### config.mk
export PLATFORM = sky130hd
export DESIGN_NAME = trig_fu
export DESIGN_NICKNAME = d
export VERILOG_FILES = /design/src/rtl/ttfu_pkg.sv /design/src/rtl/ttfu_opnd_reg.sv /design/src/rtl/ttfu_mul_pipe.sv /design/src/rtl/ttfu_result_sel.sv /design/src/rtl/trig_fu.sv
export SDC_FILE = /design/constraint.sdc
export NUM_CORES = 1
export LEC_CHECK = 0
export BUFFER_PORTS_ARGS = -buffer_cell sky130_fd_sc_hd__buf_4
export CAP_MARGIN = 20
export CORE_ASPECT_RATIO = 1.2
export CORE_MARGIN = 3
export CORE_UTILIZATION = 30
export CTS_BUF_LIST = sky130_fd_sc_hd__clkbuf_4
export DETAILED_ROUTE_END_ITERATION = 16
export SKIP_LAST_GASP = 1
export SYNTH_ARGS = -nofsm -noshare
export SYNTH_HDL_FRONTEND = slang
export SYNTH_SLANG_ARGS = --single-unit
### constraint.sdc
create_clock -name clk -period 18.65 [get_ports clk]
set_input_delay 1.865 -clock clk [delete_from_list [all_inputs] [get_ports clk]]
set_output_delay 1.865 -clock clk [all_outputs]
set_load 0.03 [all_outputs]
### src/rtl/ttfu_pkg.sv
`timescale 1ns/1ps
package ttfu_pkg;
  localparam int unsigned WORD_W = 32;
  localparam int unsigned PROD_W = 2 * WORD_W;

  typedef logic [WORD_W-1:0] word_t;

  typedef struct packed {
    logic  vld;
    word_t data;
  } stage_t;

  function automatic word_t fu_sum(input word_t a, input word_t b);
    return a + b;
  endfunction

  function automatic word_t fu_prod(input word_t a, input word_t b);
    logic [PROD_W-1:0] full;
    full = {{WORD_W{1'b0}}, a} * {{WORD_W{1'b0}}, b};
    return full[WORD_W-1:0];
  endfunction
endpackage

### src/rtl/ttfu_opnd_reg.sv
`timescale 1ns/1ps
module ttfu_opnd_reg
  import ttfu_pkg::*;
(
  input  logic  clk,
  input  logic  rst,
  input  logic  we,
  input  word_t d,
  output word_t q
);
  always_ff @(posedge clk) begin
    if (rst) q <= '0;
    else if (we) q <= d;
  end
endmodule

### src/rtl/ttfu_mul_pipe.sv
`timescale 1ns/1ps
module ttfu_mul_pipe
  import ttfu_pkg::*;
#(
  parameter int unsigned MUL_LAT = 3
) (
  input  logic  clk,
  input  logic  rst,
  input  logic  fire,
  input  word_t a,
  input  word_t b,
  output logic  done,
  output word_t done_data
);
  localparam int unsigned NSTG = MUL_LAT - 1;

  stage_t stg_q [NSTG];

  always_ff @(posedge clk) begin
    if (rst) stg_q[0] <= '0;
    else begin
      stg_q[0].vld  <= fire;
      stg_q[0].data <= fire ? fu_prod(a, b) : '0;
    end
  end

  for (genvar i = 1; i < NSTG; i++) begin : g_stage
    always_ff @(posedge clk) begin
      if (rst) stg_q[i] <= '0;
      else stg_q[i] <= stg_q[i-1];
    end
  end

  assign done      = stg_q[NSTG-1].vld;
  assign done_data = stg_q[NSTG-1].data;
endmodule

### src/rtl/ttfu_result_sel.sv
`timescale 1ns/1ps
module ttfu_result_sel
  import ttfu_pkg::*;
(
  input  logic  clk,
  input  logic  rst,
  input  logic  add_fire,
  input  word_t add_val,
  input  logic  mul_done,
  input  word_t mul_val,
  output logic  load,
  output word_t result
);
  assign load = add_fire | mul_done;

  always_ff @(posedge clk) begin
    if (rst) result <= '0;
    else if (add_fire) result <= add_val;
    else if (mul_done) result <= mul_val;
  end
endmodule

### src/rtl/trig_fu.sv
`timescale 1ns/1ps
module trig_fu
  import ttfu_pkg::*;
#(
  parameter int unsigned MUL_LAT = 3
) (
  input  logic        clk,
  input  logic        rst,
  input  logic        opnd_we,
  input  logic [31:0] opnd_data,
  input  logic        add_we,
  input  logic [31:0] add_data,
  input  logic        mul_we,
  input  logic [31:0] mul_data,
  output logic [31:0] result
);
  word_t opnd_q;
  word_t sum_w;
  word_t mul_val;
  logic  add_fire;
  logic  mul_fire;
  logic  mul_done;
  logic  res_load;

  assign add_fire = add_we;
  assign mul_fire = mul_we;
  assign sum_w    = fu_sum(opnd_q, add_data);

  ttfu_opnd_reg u_opnd (
    .clk (clk), .rst (rst), .we (opnd_we), .d (opnd_data), .q (opnd_q)
  );

  ttfu_mul_pipe #(.MUL_LAT(MUL_LAT)) u_mul (
    .clk (clk), .rst (rst), .fire (mul_fire), .a (opnd_q), .b (mul_data),
    .done (mul_done), .done_data (mul_val)
  );

  ttfu_result_sel u_res (
    .clk (clk), .rst (rst), .add_fire (add_fire), .add_val (sum_w),
    .mul_done (mul_done), .mul_val (mul_val), .load (res_load),
    .result (result)
  );
endmodule

==> reports/summary.log <==
INFO  logic_synthesis async_flop_share=0%
INFO  logic_synthesis syn_area=0.0214sqmm
INFO  logic_synthesis synth_cells=2,347
INFO  min_path       hold_path_depth=1
INFO  layout         finish.instance_area=0.0235sqmm
INFO  drt            vias_per_cell=4.75
INFO  place          dpl-instance-area=0.0232sqmm
INFO  global_routing first_pass_grt_wire_length=99.3mm
INFO  drt            wl=61.6mm
INFO  timing         setup_total_negative_slack=0ns
INFO  outcome        outcome=finished, final reports clean
INFO  setup_path     setup.worst_path.start_class=input pin
INFO  place          place.gp.congestion=0.890
INFO  timing         finalCritPeriodShare=44.1%
INFO  timing         slew_violations=0
INFO  place          place_hpwl=49.5mm
INFO  timing         clock.fmax=122MHz
INFO  place          dp_worst_setup_slack=9.84ns
INFO  setup_path     worst_setup_path_end_kind=flop
INFO  floorplanning  initial_core_util=30.5%
INFO  logic_synthesis synth_edf_count=0
INFO  cts            cts_tree=yes
INFO  min_path       worstHoldStart=u_mul.stg_q[0][4]$_SDFF_PP0_
INFO  layout         area_delta_synth_final=9.90%
INFO  drt            dr.first_iter.drc_count=857
INFO  setup_path     reg2reg_to=u_mul.stg_q[0][31]$_SDFF_PP0_
INFO  setup_path     cp.arrival=8.68ns
INFO  global_routing overall_global_routing_usage=16.9%
INFO  drt            route.vias.total=15.8k
INFO  cts            insertion_delay=0.54ns
INFO  drt            route.detailed.wl_per_inst=18.5um
INFO  floorplanning  fp.dieArea=0.0746sqmm
INFO  setup_path     cp_max_fo=30
INFO  cts            clock_tree.root_cell=clkbuf_4
INFO  floorplanning  number_of_i_o_pins=133
INFO  drt            drc_errors=0
INFO  drt            final_antenna_net_count=0
INFO  logic_synthesis postSynthNetCount=3,011
INFO  power_and_ir_drop vdd_drop_max=0.000120V
INFO  floorplanning  floorplan.rows=106
INFO  logic_synthesis post_synth_num_cell_types=61
INFO  cts            numCtsBuffers=17
INFO  timing         timing.final.setup_violations=0
INFO  layout         fillerInstances=7,290
INFO  drt            firstDrtPassIters=5
INFO  global_routing grt_max_degree=102
INFO  logic_synthesis synthFlopType=dfxtp_1
INFO  cts            postCtsSetupBuffers=0
INFO  cts            post_cts_resize_count=0
INFO  logic_synthesis synth-seq-cells=130
INFO  timing         grt_setup_unrepaired=no
INFO  setup_path     crit_required=19.10ns
INFO  global_routing antenna_found_initial=2
INFO  timing         hold_viol_final=0
INFO  power_and_ir_drop cellPowerDensity=110mW/mm^2
INFO  floorplanning  floorplan.die.height=299um
INFO  floorplanning  die_wd=250um
INFO  global_routing gr-total-overflow=0
INFO  min_path       hold_end=u_mul.stg_q[1][4]$_SDFF_PP0_
INFO  min_path       class_of_the_tightest_hold_or_removal_check=reg2reg
INFO  timing         fin_worst_hold_slack=0.439ns
INFO  timing         final.min_clock_period=8.23ns
INFO  setup_path     criticalPathCategory=in2reg
INFO  logic_synthesis syn_area_per_cell=9.13squm
INFO  logic_synthesis synthesis.yosys.warnings=0
INFO  run            cap_viol_max_count=0
INFO  setup_path     r2r-start=u_opnd.q[9]$_SDFFE_PP0P_
INFO  layout         final_core_utilization=33.5%
INFO  layout         drive_gt1_share=8.22%
INFO  cts            cts.reportedPaths.clkPinSlew=0.11ns
INFO  timing         timing.slew.headroom=25.3%
INFO  cts            numClockSinks=130
INFO  place          place.port_buffers=132
INFO  logic_synthesis sequential_element_share_of_the_synthesized_area=12.2%
INFO  layout         finalNetCount=3,061
INFO  timing         setup_slack=10.42ns
INFO  floorplanning  floorplan.core_area=0.0702sqmm
INFO  setup_path     ff2ff_path_depth=23
INFO  global_routing vias_in_the_first_global_route=17.0k
INFO  cts            htree_num_levels=4
INFO  power_and_ir_drop total_leakage_power=11.1nW
INFO  setup_path     ff2ff_setup_slack=10.89ns
INFO  cts            clock_path_buffers=2
INFO  timing         worstMarginPinSlew=1.12ns
INFO  cts            cts.hold.buffers_added=0
INFO  timing         clock_skews=0.0154ns
==> per-stage QoR <==
step,cells,power [mW]
after floorplan,2347,1.84
after global placement,3296,2.38
after detailed placement,3296,2.39
after CTS,3327,2.60
after global routing,3328,2.89
final,3329,2.59
==> power by group <==
group	switching, mW	internal [mW]
Combinational	1.17	0.887
Sequential	0.0231	0.317
Clock	0.103	0.0934
Total	1.29	1.30
==> critical path, stage by stage <==
cell	delay (ns)
buf_4	0.21
and2_1	0.22
fa_1	0.53
inv_1	0.05
fa_1	0.49
fa_1	0.45
fa_1	0.55
inv_1	0.05
fa_1	0.50
inv_1	0.06
fa_1	0.53
inv_1	0.05
fa_1	0.49
fa_1	0.41
ha_1	0.36
a21o_2	0.23
or3_2	0.40
or3_4	0.42
a41oi_4	0.28
a2111oi_1	0.14
o21a_1	0.21
o21a_1	0.17
==> logic make-up after synthesis <==
kind of cell	count (synthesis)	share of synthesized area, %
and+or+nand+nor	766	17.9
AOI/OAI and AO/OA	207	6.78
DFF	130	12.2
adders and majority gates	563	47.2
muxes	49	2.30
buffers and inverters	526	9.27
xor gates and xnor gates	106	4.33
==> routing by layer <==
metal	up-vias	GRT usage [%]	wire length, um
li1	7239	-	-
met1	8089	22.2	26600
met2	415	30.0	31100
met3	66	1.74	2760
met4	0	3.68	1160
met5	-	0	0
==> cells in the final DEF (no fill, tap or decap), types with 7 or more instances in the layout <==
cell type	instances
dfxtp_1	129
nand2b_1	12
a21o_1	22
nor2b_1	53
buf_4	153
a21oi_1	37
fa_1	409
o21a_1	13
inv_1	404
and3_1	7
o21bai_1	7
a211oi_1	53
clkbuf_4	19
nor3_1	14
nand3_1	7
xor2_1	38
and2_1	276
o21ai_0	27
mux2i_1	48
nor2_1	91
xnor2_1	68
nand2_1	288
a31oi_1	10
ha_1	154
==> cell usage after synthesis (2+ instances only) <==
cell type	count	area, sq um
a2111oi_0	2	17.5
a211o_1	3	26.3
a211oi_1	53	398
a21boi_0	2	15.0
a21o_1	22	165
a21o_2	5	43.8
a21oi_1	37	185
a311o_1	2	20.0
a31oi_1	10	62.6
and2_1	276	1730
and3_1	7	43.8
and4_1	3	26.3
buf_1	10	37.5
clkbuf_1	111	417
dfxtp_1	130	2600
fa_1	409	8190
ha_1	154	1930
inv_1	404	1520
mux2i_1	48	480
nand2_1	288	1080
nand2b_1	12	75.1
nand3_1	7	35.0
nand4_1	3	18.8
nor2_1	91	342
nor2b_1	53	332
nor3_1	14	70.1
nor3b_1	2	15.0
o211ai_1	2	15.0
o21a_1	13	97.6
o21ai_0	27	135
o21ai_1	2	10.0
o21bai_1	7	52.6
o311ai_0	2	17.5
o31a_1	2	17.5
or3_1	4	25.0
xnor2_1	68	596
xor2_1	38	333
==> worst max-delay path by stage <==
stage                                         end  cells after the start  slack (ns)        start
floorplan           u_mul.stg_q[0][31]$_SDFF_PP0_                     23       10.04  mul_data[2]
global placement    u_mul.stg_q[0][31]$_SDFF_PP0_                     22        9.88  mul_data[2]
detailed placement  u_mul.stg_q[0][31]$_SDFF_PP0_                     22        9.84  mul_data[2]
CTS                 u_mul.stg_q[0][31]$_SDFF_PP0_                     22       10.44  mul_data[2]
global route        u_mul.stg_q[0][31]$_SDFF_PP0_                     22       10.16  mul_data[2]
finish              u_mul.stg_q[0][31]$_SDFF_PP0_                     22       10.42  mul_data[2]
==> area by class of cell <==
class	instances	area [sq um]	area share (%)
Antenna cell	2	5.00	0.0213
Clock buffer	19	143	0.606
Clock inverter	12	141	0.601
Inverter	404	1520	6.44
Multi-Input combinational cell	1691	16800	71.5
Sequential cell	130	2600	11.1
Tap cell	918	1150	4.88
Timing Repair Buffer	153	1150	4.88
==> registers in the layout, indices dropped and copies added, names as in the netlist <==
register and flops:
u_mul.stg_q 66, u_res.result 32, u_opnd.q 32
No activity file was read; power rests on OpenSTA's default activity.
